`src/rtl/irq_link_pkg.sv`:
```
// Package: shared constants and types of the IRQ entry return-address unit.
// Assumes byte addressing; step and offset values follow the two encodings.
package irq_link_pkg;

    // address step of one sequential instruction in each encoding state
    localparam int unsigned STEP_W32 = 4;
    localparam int unsigned STEP_W16 = 2;

    // offset added to the preferred return address to form the IRQ link
    localparam int unsigned IRQ_LINK_OFS = 4;

    // PC-relative operand view: own address plus this amount
    localparam int unsigned PCREL_W32 = 8;
    localparam int unsigned PCREL_W16 = 4;

    // load-multiple interrupt policy
    typedef enum logic {
        LM_COMPLETE = 1'b0,
        LM_ABANDON  = 1'b1
    } lm_policy_e;

    // kind of accept point found in the current retire event
    typedef enum logic [1:0] {
        BND_NONE    = 2'd0,
        BND_RETIRE  = 2'd1,
        BND_RESTART = 2'd2
    } bnd_kind_e;

endpackage

```
`src/rtl/irq_boundary_detect.sv`:
```
// Module: irq_boundary_detect
// Classifies each retire event as an accept point or not, and computes the
// preferred return address for it. Assumes a load-multiple signals one event
// per beat with rt_lm=1, and that its final beat carries rt_lm_last=1.
module irq_boundary_detect
    import irq_link_pkg::*;
#(
    parameter int unsigned AW = 32
) (
    input  logic          rt_valid,
    input  logic [AW-1:0] rt_addr,
    input  logic          rt_half,
    input  logic          rt_br_taken,
    input  logic [AW-1:0] rt_br_target,
    input  logic          rt_lm,
    input  logic          rt_lm_last,
    input  lm_policy_e    policy,
    output logic          boundary,
    output logic [AW-1:0] pref_addr
);

    localparam logic [AW-1:0] STEP32 = AW'(STEP_W32);
    localparam logic [AW-1:0] STEP16 = AW'(STEP_W16);

    bnd_kind_e     kind;
    logic [AW-1:0] seq_addr;
    logic [AW-1:0] next_addr;

    // sequential successor according to the encoding state
    always_comb begin
        seq_addr = rt_addr + (rt_half ? STEP16 : STEP32);
    end

    // architecturally next instruction of a completed retire
    always_comb begin
        next_addr = rt_br_taken ? rt_br_target : seq_addr;
    end

    // decide which kind of accept point this event is
    always_comb begin
        kind = BND_NONE;
        if (rt_valid) begin
            if (!rt_lm || rt_lm_last) begin
                kind = BND_RETIRE;
            end else if (policy == LM_ABANDON) begin
                kind = BND_RESTART;
            end
        end
    end

    // select the preferred return address for the accept point
    always_comb begin
        unique case (kind)
            BND_RETIRE:  pref_addr = next_addr;
            BND_RESTART: pref_addr = rt_addr;
            default:     pref_addr = '0;
        endcase
        boundary = (kind != BND_NONE);
    end

endmodule

```
`src/rtl/irq_addr_calc.sv`:
```
// Module: irq_addr_calc
// Forms the IRQ link from the preferred return address, and separately the
// PC-relative operand view of the retiring instruction. The two paths share
// nothing; the PC-relative view never feeds the link.
module irq_addr_calc
    import irq_link_pkg::*;
#(
    parameter int unsigned AW = 32
) (
    input  logic [AW-1:0] pref_addr,
    input  logic [AW-1:0] rt_addr,
    input  logic          rt_half,
    output logic [AW-1:0] link_next,
    output logic [AW-1:0] pcrel_val
);

    localparam logic [AW-1:0] LINK_OFS = AW'(IRQ_LINK_OFS);
    localparam logic [AW-1:0] PC_OFS32 = AW'(PCREL_W32);
    localparam logic [AW-1:0] PC_OFS16 = AW'(PCREL_W16);

    // link value candidate: fixed offset in both encoding states
    always_comb begin
        link_next = pref_addr + LINK_OFS;
    end

    // PC value an operand of the retiring instruction observes
    always_comb begin
        pcrel_val = rt_addr + (rt_half ? PC_OFS16 : PC_OFS32);
    end

endmodule

```
`src/rtl/irq_entry_ctrl.sv`:
```
// Module: irq_entry_ctrl
// Accepts the interrupt at an accept point, holds the link and saved state,
// owns the entry mask and drives the fetch redirect. Assumes irq_req is
// already synchronous to clk.
module irq_entry_ctrl #(
    parameter int unsigned     AW  = 32,
    parameter logic [AW-1:0]   VEC = 'h18
) (
    input  logic          clk,
    input  logic          rst_n,
    input  logic          boundary,
    input  logic          irq_req,
    input  logic          irq_disable,
    input  logic          handler_ret,
    input  logic [AW-1:0] link_next,
    input  logic          rt_half,
    output logic          taken,
    output logic [AW-1:0] link_q,
    output logic          saved_half,
    output logic          mask_q,
    output logic          redirect_valid,
    output logic [AW-1:0] redirect_addr
);

    logic accept;

    // acceptance needs an accept point, an open mask and no disable
    always_comb begin
        accept = boundary && irq_req && !irq_disable && !mask_q;
    end

    // entry pulse, link and saved state registers
    always_ff @(posedge clk) begin
        if (!rst_n) begin
            taken      <= 1'b0;
            link_q     <= '0;
            saved_half <= 1'b0;
        end else begin
            taken <= accept;
            if (accept) begin
                link_q     <= link_next;
                saved_half <= rt_half;
            end
        end
    end

    // entry mask: set on entry, cleared by return from handler
    always_ff @(posedge clk) begin
        if (!rst_n) begin
            mask_q <= 1'b0;
        end else if (accept) begin
            mask_q <= 1'b1;
        end else if (handler_ret) begin
            mask_q <= 1'b0;
        end
    end

    // fetch redirect follows the entry pulse
    always_comb begin
        redirect_valid = taken;
        redirect_addr  = taken ? VEC : '0;
    end

endmodule

```
`src/rtl/irq_link_unit.sv`:
```
// Module: irq_link_unit (top)
// Decides IRQ entry at the retire end of the pipeline and saves the link.
// Assumes one retire event per cycle at most, and a synchronous request.
module irq_link_unit
    import irq_link_pkg::*;
#(
    parameter int unsigned   AW  = 32,
    parameter logic [AW-1:0] VEC = 'h18
) (
    input  logic          clk,
    input  logic          rst_n,
    input  logic          rt_valid,
    input  logic [AW-1:0] rt_addr,
    input  logic          rt_half,
    input  logic          rt_br_taken,
    input  logic [AW-1:0] rt_br_target,
    input  logic          rt_lm,
    input  logic          rt_lm_last,
    input  logic          lm_abandon,
    input  logic          irq_req,
    input  logic          irq_disable,
    input  logic          handler_ret,
    output logic          irq_taken,
    output logic [AW-1:0] link_val,
    output logic          saved_half,
    output logic          irq_mask,
    output logic          redirect_valid,
    output logic [AW-1:0] redirect_addr,
    output logic [AW-1:0] pcrel_val
);

    lm_policy_e    policy;
    logic          boundary;
    logic [AW-1:0] pref_addr;
    logic [AW-1:0] link_next;

    // map the policy pin onto its enumerated meaning
    always_comb begin
        policy = lm_abandon ? LM_ABANDON : LM_COMPLETE;
    end

    irq_boundary_detect #(.AW(AW)) u_bnd (
        .rt_valid     (rt_valid),
        .rt_addr      (rt_addr),
        .rt_half      (rt_half),
        .rt_br_taken  (rt_br_taken),
        .rt_br_target (rt_br_target),
        .rt_lm        (rt_lm),
        .rt_lm_last   (rt_lm_last),
        .policy       (policy),
        .boundary     (boundary),
        .pref_addr    (pref_addr)
    );

    irq_addr_calc #(.AW(AW)) u_calc (
        .pref_addr (pref_addr),
        .rt_addr   (rt_addr),
        .rt_half   (rt_half),
        .link_next (link_next),
        .pcrel_val (pcrel_val)
    );

    irq_entry_ctrl #(.AW(AW), .VEC(VEC)) u_ctrl (
        .clk            (clk),
        .rst_n          (rst_n),
        .boundary       (boundary),
        .irq_req        (irq_req),
        .irq_disable    (irq_disable),
        .handler_ret    (handler_ret),
        .link_next      (link_next),
        .rt_half        (rt_half),
        .taken          (irq_taken),
        .link_q         (link_val),
        .saved_half     (saved_half),
        .mask_q         (irq_mask),
        .redirect_valid (redirect_valid),
        .redirect_addr  (redirect_addr)
    );

endmodule

```
`config.mk`:
```
export PLATFORM = sky130hd
export DESIGN_NAME = irq_link_unit
export DESIGN_NICKNAME = d
export VERILOG_FILES = /design/src/rtl/irq_link_pkg.sv /design/src/rtl/irq_boundary_detect.sv /design/src/rtl/irq_addr_calc.sv /design/src/rtl/irq_entry_ctrl.sv /design/src/rtl/irq_link_unit.sv
export SDC_FILE = /design/constraint.sdc
export NUM_CORES = 1
export LEC_CHECK = 0
export ABC_CLOCK_PERIOD_IN_PS = 5300
export BUFFER_PORTS_ARGS = -buffer_cell sky130_fd_sc_hd__buf_2
export CAP_MARGIN = 40
export CORE_MARGIN = 5
export CORE_UTILIZATION = 54
export CTS_CLUSTER_SIZE = 30
export DETAILED_ROUTE_END_ITERATION = 16
export GPL_ROUTABILITY_DRIVEN = 0
export PLACE_DENSITY = 0.87
export SLEW_MARGIN = 15
export SYNTH_ARGS = -nofsm -noshare
export SYNTH_HDL_FRONTEND = slang
export SYNTH_SLANG_ARGS = --single-unit
```
`constraint.sdc`:
```
create_clock -name clk -period 5.3 [get_ports clk]
set_clock_uncertainty 0.05 [all_clocks]
set_input_delay 1.06 -clock clk [delete_from_list [all_inputs] [get_ports clk]]
set_output_delay 1.06 -clock clk [all_outputs]
set_load 0.02 [all_outputs]
```
# Yosys cells after proc, flatten, opt, wreduce, memory -nomap -nowiden
# Cells that the tools add are included.
dict set report word_totals {
  register_bits 35
  latchBits 0
  ramBits 0
  mem_bits_ro 0
  in_bits 75
  word_cells 29
  mem_count 0
}
dict set report classes {
  addsub 3
  multipliers 0
  div_mod_pow 0
  magnitude_cmp 0
  eq_ne 2
  shifts 0
  mux 11
  bitwise 0
  reduce_logical 9
}
# operator count
set ops {}
lappend ops {{$add 32x32->32} 2}
lappend ops {{$pmux 32 s2} 1}
lappend ops {{$add 32x3->32 const B} 1}
lappend ops {{$mux 32} 1}
lappend ops {{$mux 2} 3}
lappend ops {{$mux 5} 1}
lappend ops {{$mux 4} 1}
lappend ops {{$reduce_bool 2->1} 2}
lappend ops {{$logic_and 1x1->1} 3}
lappend ops {{$logic_not 1->1} 3}
lappend ops {{$mux 1} 3}
lappend ops {{$mux 3} 1}
lappend ops {{$eq 2x1->1 const B} 1}
lappend ops {{$eq 2x2->1 const B} 1}
lappend ops {{$logic_or 1x1->1} 1}

# Logic depth before layout (Yosys ltp)
# Gate-level depths: netlist of run 1.
dict set report depth {
  ltp_word 9
  ltp_mapped 15
}

# Cells and area by module
# From an unflattened synthesis of run 1, not the netlist that was laid out.
dict set report unflattened {
  cells_unflattened 591
  hier_area_um2 4436.8
}
# mod n_inst cells_per_inst area_per_inst_um2
set modules_own_cells {}
lappend modules_own_cells {irq_entry_ctrl 1 184 1671.6}
lappend modules_own_cells {irq_boundary_detect 1 224 1471.4}
lappend modules_own_cells {irq_addr_calc 1 183 1293.7}

# Worst setup path after synthesis of run 1
# Ideal clock, no wire load.
dict set report synth_timing {
  path_type {input to output}
  from {in rt_addr[2]}
  to {out pcrel_val[24]}
  arrival_time_ns 3.134
  slack_ns 1.056
  path_stages 7
  n_path_buf 1
  path_cell_list {ha_1 fa_1 nand3_1 or3_2 clkbuf_1 or4_1 xnor2_1}
}
dict set report synth_via {
  elab_chain_len 1
}
# element line
set synth_lines {}
lappend synth_lines {{start, declared} irq_link_unit.sv:13} ;# input logic [AW-1:0] rt_addr,
lappend synth_lines {{$add 32x32->32} irq_addr_calc.sv:28} ;# pcrel_val = rt_addr + (rt_half ? PC_OFS16 : PC_OFS32);
lappend synth_lines {{end, declared} irq_link_unit.sv:29} ;# output logic [AW-1:0] pcrel_val
# No other way between the ends.

# Worst setup path after layout of run 1
dict set report layout_timing {
  from {in rt_half}
  to {out pcrel_val[31]}
}
dict set report layout_via {
  elab_chain_len 2
}
# element line
set layout_lines {}
lappend layout_lines {{start, declared} irq_link_unit.sv:14} ;# input logic rt_half,
lappend layout_lines {{$mux 4} irq_addr_calc.sv:28}
lappend layout_lines {{$add 32x32->32} irq_addr_calc.sv:28}
# No other way between the ends.

==> results of run 1 <==
==> registers in the layout, summed over array words and instances (netlist names) <==
signal	count
u_ctrl.link_q	32
u_ctrl.mask_q	1
u_ctrl.redirect_valid	1
u_ctrl.saved_half	1
==> power breakdown <==
group	switching, W	internal, W
sequential	0.00000446	0.000272
combinational	0.000204	0.000101
clock	0.0000987	0.000152
total	0.000307	0.000525
==> area by class of cell <==
type,count,share of cell area
Clock buffer,6,0.01611
Clock inverter,2,0.006833
Inverter,14,0.01025
Multi-Input combinational cell,513,0.6530
Sequential cell,35,0.1367
Tap cell,105,0.02562
Timing Repair Buffer,152,0.1515
==> through the flow <==
stage | hold WS, ps | util
finish | 392.3 | 0.6304
CTS | 395.2 | 0.6304
floorplan | 473.2 | -
detailed placement | 384.7 | 0.6159
global placement | 384.8 | 0.6154
global route | 438.5 | 0.6304
==> cells in the final DEF, fill, tap and decap left out, drive strengths merged, types with 5 or more instances in the layout <==
cell,n
buf,152
nand2,71
nor2,49
nand3,37
dfxtp,35
conb,30
xnor2,25
o21ai,25
xor2,23
nor3,21
nand4,20
a21oi,18
inv,14
nor4,13
nand2b,11
a211oi,11
and3,9
a22oi,8
ha,8
or4,8
nor2b,7
o211ai,7
and4,7
a32oi,6
clkbuf,6
or3,6
o2111ai,5
a22o,5
a31oi,5
==> per-layer routing <==
layer | up-vias | GRT usage | wire (µm)
met2 | 354 | 0.4547 | 6693
met3 | 39 | 0.05467 | 1610
met1 | 2396 | 0.3413 | 5468
met4 | 2 | 0.07668 | 277
met5 | - | 0 | 11
li1 | 2411 | - | -
==> final timing paths <==
path	startpoint	end	slack, ps
setup / recovery	rt_half	pcrel_val[31]	700
hold / removal	u_ctrl.link_q[24]	u_ctrl.link_q[24]	390
setup reg to reg	u_ctrl.mask_q	u_ctrl.link_q[30]	3190
hold reg to reg	u_ctrl.link_q[24]	u_ctrl.link_q[24]	390
==> cells in the mapped netlist, types with 15 or more instances <==
| cell type | instances |
|---|---|
| nand2_1 | 70 |
| nor2_1 | 49 |
| nand3_1 | 36 |
| buf_4 | 35 |
| dfxtp_1 | 35 |
| clkbuf_1 | 25 |
| xnor2_1 | 25 |
| o21ai_0 | 24 |
| xor2_1 | 23 |
| nor3_1 | 19 |
| a21oi_1 | 18 |
| nand4_1 | 17 |
| buf_2 | 15 |
==> cells by family after synthesis <==
logic type,after synthesis,share of synthesized area
other cells,1,0.0008421
compound gates,131,0.2209
buf+inv,96,0.1166
flops,35,0.1573
fa+ha+maj,10,0.03147
xor+xnor,48,0.09441
mux,6,0.01405
simple gates,288,0.3644
==> worst min-delay path, delay by kind of cell, from the launching register on <==
family / cells / cell delay, ps
and+or+nand+nor: 1 / 50
DFF: 1 / 310
AOI/OAI and AO/OA: 1 / 50
==> flow_summary.toml, run 1 <==
[timing]
period_share = 0.8682
tightest_slew_ps = 984.6
fin_crit_ps = 4601
finalSetupTns_ps = 0
finalSetupViolCount = 0
final_max_slew_viol_count = 0
relSlewSlack = 0.3436
setup_slack_ps = 698.8
fmax_ghz = 0.2173
finalHoldViolCount = 0
rsz0062_at_grt = "false"

[critical_path]
worstPathRequired_ps = 4190
crit_type = "in -> out"
cp_max_fo = 4
path_depth = 11
worst_path_most_repeated_cell = "buf_2"
arrival_ps = 3490
cp_num_buf_inv = 3
slowest_delay_ps = 510
slowest_stage = "nor3_1"
setup.worst_path.start_class = "input port"
critPathTopFamily = "simple AND/OR/NAND/NOR gates"
end_kind = "primary output"
r2r_cells = 6
crit_chain = "buf_2 > inv_1 > ha_1 > a21o_1 > nand2_1 > or2_2 > nor3_1 > nand4_1 > nor2_1 > xor2_1 > buf_2"

[power_and_ir_drop]
power_leakage_nw = 2.134
power_w = 0.0008321
ir_drop_mv = 0.1598
power_density_nw_per_um2 = 162.3

[clock_network]
cts_buffers = 5
clkLatencyLatePin_ps = 290
path_clk_slew_ps = 80
cts.sinks = 35
clockBufferDepth = 2
htreeDepth = 2
tritoncts = "built"
postCtsResizedCells = 0
postCtsSetupBuffers = 0
cts-root-buf = "clkbuf_8"
cts-hold-fix-buffers = 0

[logic_synthesis]
synth_seq_cells = 35
synth_top_area_cell = "dfxtp_1"
synth_top_cell_area_share = 0.1573
ys_seq_area_frac = 0.1573
synth_warnings = 0
synth_edf_count = 0
async_flop_share = 0
syn_area_um2 = 4453
synth.avg_cell_area_um2 = 7.241
netlist-cell-type-count = 85
synth_flop_cell = "dfxtp_1"
syn_inst = 615
yosys-top-cells-area = "dfxtp_1 (16%), buf_4 (5.9%), nand2_1 (5.9%)"

[finish]
n_antenna_cell = 0
fin_nets = 806
ff_latch_area_um2 = 700.7
multi_input_comb_area_um2 = 3348
drive_gt1_frac = 0.2632
fillers = 726
stdcell_area_um2 = 5127
area_delta_synth_final_pct = 15.14
instances_no_fill = 827

[global_route]
grt_pass1_wl_mm = 22.63
grt.total_usage = 0.2677
first_global_vias = 4743
grt_max_degree = 44
overflow = 0
antenna_found_initial = 1

[floorplan]
die-area_um2 = 10160
pin_count = 175
die_w_um = 100.8
die_h_um = 100.8
start_util = 0.5475
row_count = 33
core_area_um2 = 8134

[detailed_routing]
first_iter_violations = 492
wirelength_mm = 14.06
vias_per_cell = 6.290
vias = 5202
wl_per_cell_um = 17.00
first_pass_iters = 8
route.detailed.drc = 0
ant_nets = 0

[run]
cap_violations = 0

[placement]
placedCellCount = 819
dp_hpwl_mm = 10.93
io_buffer_count = 144
dpl_worst_slack_ps = 618.0
postPlaceCellArea_um2 = 5010

[min_path]
hold_class = "reg -> reg"
min_path_cells = 2

[run_status]
status = "completed"
(Power assumes the default switching activity.)
==> run 2: changes to the inputs <==
ABC_CLOCK_PERIOD_IN_PS = 5200   (was 5300)
CORE_UTILIZATION = 51   (was 54)
PLACE_DENSITY = 0.83   (was 0.87)
clock period = 5.2 ns   (was 5.3 ns; I/O delays follow)
==> run 2 against run 1 <==
Final area up 0.15%; largest cell class unchanged; worst setup slack worse by 130 ps; highest routed layer unchanged; sequential cell count unchanged; die area up 5.3%.
==> flow_summary.toml, run 2 (synthesis gave the netlist of run 1 again) <==
[run_status]
status = "completed"

[timing]
rsz0062_at_grt = "false"
finalHoldViolCount = 0
finalSetupViolCount = 0
whs_ps = 405.8
final_max_slew_viol_count = 0
relSlewSlack = 0.3713
finalSetupTns_ps = 0
period_share = 0.8903
tightest_slew_ps = 943.0
fin_crit_ps = 4630
fmax_ghz = 0.2160

[critical_path]
critPathTopFamily = "simple AND/OR/NAND/NOR gates"
critPathLaunch = "rt_half"
r2r_cells = 6
r2r_start = "u_ctrl.mask_q"
cp_max_fo = 4
reg2reg_to = "u_ctrl.link_q[31]"
arrival_ps = 3540
r2r_slack_ps = 3100
cp_num_buf_inv = 3
path_depth = 11
crit_chain = "buf_2 > inv_1 > ha_1 > a21o_1 > nand2_1 > or2_2 > nor3_1 > nand4_1 > nor2_1 > xor2_1 > buf_2"
worstPathRequired_ps = 4110
worst_path_most_repeated_cell = "buf_2"
end_kind = "primary output"
slowest_delay_ps = 520
endpoint = "pcrel_val[29]"
crit_type = "in -> out"
setup.worst_path.start_class = "input port"
slowest_stage = "nor3_1"

[global_route]
overflow = 0
grt_max_degree = 44
antenna_found_initial = 1
grt.total_usage = 0.2606
first_global_vias = 4801
grt_pass1_wl_mm = 22.66

[power_and_ir_drop]
ir_drop_mv = 0.1189
power_density_nw_per_um2 = 165.3
power_leakage_nw = 2.138

[finish]
final_common_cell = "buf_2"
fillers = 822
stdcell_area_um2 = 5135
final_cell_mix = "buf_2 (144), nand2_1 (70), nor2_1 (49), nand3_1 (36), dfxtp_1 (35)"
largest_register_ffs = 32
multi_input_comb_area_um2 = 3348
fin_nets = 806
ff_latch_area_um2 = 700.7
area_delta_synth_final_pct = 15.31
top_register = "u_ctrl.link_q"
drive_gt1_frac = 0.2645
n_antenna_cell = 0

[clock_network]
cts.sinks = 35
path_clk_slew_ps = 70
cts-hold-fix-buffers = 0
postCtsSetupBuffers = 0
postCtsResizedCells = 0
tritoncts = "built"
clockBufferDepth = 2
cts-root-buf = "clkbuf_8"
cts_buffers = 5
clkLatencyLatePin_ps = 280
htreeDepth = 2

[floorplan]
start_util = 0.5156
core_area_um2 = 8636
die-area_um2 = 10700
die_h_um = 103.4
pin_count = 175
row_count = 34
die_w_um = 103.4

[detailed_routing]
ant_nets = 0
vias_per_cell = 6.270
wirelength_mm = 14.53
route.detailed.drc = 0
first_pass_iters = 5
first_iter_violations = 380
wl_per_cell_um = 17.51
vias = 5204

[placement]
io_buffer_count = 144
postPlaceCellArea_um2 = 5017
dp_hpwl_mm = 11.43

[run]
cap_violations = 0

[min_path]
hold_class = "reg -> reg"
[run 2: cell counts in the layout (fill, tap and decap cells not counted)]
No cell type changed its count.
[run 2: area by class of cell]
| cell class | count | area share |
|---|---|---|
| timing repair buffer | 152 | 0.1520 |
| multi-input combinational | 513 | 0.6520 |
| inverter | 14 | 0.01023 |
| clock inverter | 2 | 0.006823 |
| tap | 108 | 0.02632 |
| clock buffer | 6 | 0.01608 |
| sequential | 35 | 0.1365 |
[run 2: worst min-delay path by stage]
stage,start,end,cells after the start
global route,u_ctrl.link_q[9],u_ctrl.link_q[9],2
floorplan,u_ctrl.link_q[24],u_ctrl.link_q[24],2
CTS,u_ctrl.link_q[15],u_ctrl.link_q[15],2
finish,u_ctrl.link_q[9],u_ctrl.link_q[9],2
detailed placement,u_ctrl.link_q[9],u_ctrl.link_q[9],2
global placement,u_ctrl.link_q[24],u_ctrl.link_q[24],2
[run 2: per-stage QoR]
stage / std cells / setup slack (ps) / utilization / total power, W
CTS: 830 / 555.3 / 0.5946 / 0.0008449
global placement: 822 / 672.4 / 0.5810 / 0.0005874
detailed placement: 822 / 504.4 / 0.5810 / 0.0005939
finish: 830 / 570.3 / 0.5946 / 0.0008486
global route: 830 / 323.4 / 0.5946 / 0.0008859
floorplan: 644 / 995.5 / - / 0.0005127
[run 2: report_power, final]
part	total [W]	leakage [nW]	internal, W	switching (W)
logic	0.000314	1.79	0.000103	0.000211
clock network	0.000253	0.0612	0.000155	0.0000983
registers	0.000281	0.284	0.000277	0.00000443
total	0.000849	2.14	0.000535	0.000314
[run 2: worst reg2reg max path, stage by stage, from the launching register on]
cell	delay [ps]
dfxtp_1	350
nor4b_2	270
buf_4	400
nand2_1	250
nor2_1	160
or4b_1	440
o211ai_1	100
[run 2: metal layers]
layer,vias up,GRT usage,part of all wire
met5,-,0,0.00076
li1,2407,-,-
met4,2,0.08068,0.025
met1,2389,0.3225,0.38
met3,47,0.05835,0.11
met2,359,0.4490,0.48
==> run 3: changes to the inputs <==
ABC_CLOCK_PERIOD_IN_PS = 6000   (was 5200)
CORE_UTILIZATION = 54   (was 51)
PLACE_DENSITY = 0.87   (was 0.83)
clock period = 6 ns   (was 5.2 ns; I/O delays follow)
==> run 3 against run 2 <==
Worst hold slack worse by 2.3 ps; global-route usage grew 0.34 points; utilization rose by 3.3 points; routed wire length decreased by 2.1%; clock power fell by 27%.
==> flow_summary.toml, run 3 (synthesis gave the netlist of run 1 again) <==
[floorplan]
start_util = 0.5475
die-area_um2 = 10160
die_h_um = 100.8
die_w_um = 100.8
row_count = 33
pin_count = 175
core_area_um2 = 8134

[global_route]
grt.total_usage = 0.2640
antenna_found_initial = 1
grt_max_degree = 44
first_global_vias = 4796
grt_pass1_wl_mm = 22.34
overflow = 0

[placement]
io_buffer_count = 144
dpl_worst_slack_ps = 1084
dp_hpwl_mm = 11.07

[finish]
drive_gt1_frac = 0.2621
fillers = 728
area_delta_synth_final_pct = 14.61
top_register = "u_ctrl.link_q"
fin_nets = 805
final_common_cell = "buf_2"
largest_register_ffs = 32
final_util = 0.6274
final_cell_mix = "buf_2 (144), nand2_1 (70), nor2_1 (49), nand3_1 (36), dfxtp_1 (35)"
n_antenna_cell = 0

[power_and_ir_drop]
ir_drop_mv = 0.1217
power_density_nw_per_um2 = 137.3
power_w = 0.0007009
power_leakage_nw = 2.123

[critical_path]
arrival_ps = 3700
end_kind = "primary output"
setup.worst_path.start_class = "input port"
critPathTopFamily = "simple AND/OR/NAND/NOR gates"
worstPathRequired_ps = 4750
cp_num_buf_inv = 3
cp_max_fo = 4
crit_type = "in -> out"
slowest_delay_ps = 510
slowest_stage = "nor3_1"
crit_chain = "buf_2 > inv_1 > ha_1 > a21o_1 > nand2_1 > or2_2 > nor3_1 > nand4_1 > nor2_1 > xor2_1 > buf_2"
worst_path_most_repeated_cell = "buf_2"

[detailed_routing]
first_pass_iters = 5
route.detailed.drc = 0
vias_per_cell = 6.323
vias = 5223
wirelength_mm = 14.23
wl_per_cell_um = 17.23
first_iter_violations = 475
ant_nets = 0

[timing]
finalSetupViolCount = 0
rsz0062_at_grt = "false"
relSlewSlack = 0.3355
fin_crit_ps = 4955
setup_slack_ps = 1045
fmax_ghz = 0.2018
final_max_slew_viol_count = 0
finalSetupTns_ps = 0
period_share = 0.8258
finalHoldViolCount = 0
whs_ps = 403.5
tightest_slew_ps = 996.7

[clock_network]
cts-hold-fix-buffers = 0
clkLatencyLatePin_ps = 280
postCtsSetupBuffers = 0
cts-root-buf = "clkbuf_8"
tritoncts = "built"
path_clk_slew_ps = 70
postCtsResizedCells = 0
htreeDepth = 2
cts.sinks = 35
cts_buffers = 5
clockBufferDepth = 2

[min_path]
hold_class = "reg -> reg"

[run_status]
status = "completed"

[run]
cap_violations = 0
## run 3: cell count changes in the layout (fill, tap and decap cells not counted), sizes merged
| cell | previous run | this run |
|---|---|---|
| bufinv | 1 | 0 |
| clkinv | 1 | 0 |
| clkbuf | 6 | 9 |
| buf | 152 | 150 |
## run 3: power breakdown
group	internal, W	switching [W]
clock network	0.000105	0.0000807
registers	0.000240	0.00000360
logic	0.0000889	0.000183
## run 3: cell type report
class	count	area, µm²	area share
clock buffers	8	100.1	0.01961
repair buffers	151	770.7	0.1510
multi-input cells	513	3348	0.6560
well taps	105	131.4	0.02574
inverters	14	52.55	0.01030
flip-flops and latches	35	700.7	0.1373
## run 3: path summary, 6_finish.rpt
path	startpoint	end	slack, ps	cells after the start
min	u_ctrl.link_q[15]	u_ctrl.link_q[15]	400	2
max reg2reg	u_ctrl.mask_q	u_ctrl.link_q[30]	3910	6
min reg2reg	u_ctrl.link_q[15]	u_ctrl.link_q[15]	400	2
max	rt_half	pcrel_val[31]	1050	11
## run 3: per-stage QoR
step,cells,area [µm²]
6_report,826,5104
5_1_grt,826,5104
4_1_cts,825,5099
3_5_place_dp,817,4999
3_3_place_gp,817,4999
2_1_floorplan,644,4562
## run 3: metal layers
metal | vias to the layer above | routed length, µm | GRT usage
met2 | 372 | 6878 | 0.4648
met4 | 2 | 382 | 0.08912
met5 | - | 11 | 0
met3 | 60 | 1668 | 0.04844
met1 | 2388 | 5287 | 0.3207
li1 | 2401 | - | -
## run 3: worst reg2reg max path, delay by kind of cell, from the launching register on
kind / cells / cell delay [ps]
compound gates: 1 / 160
buf+inv: 1 / 400
flops: 1 / 340
simple gates: 4 / 1090
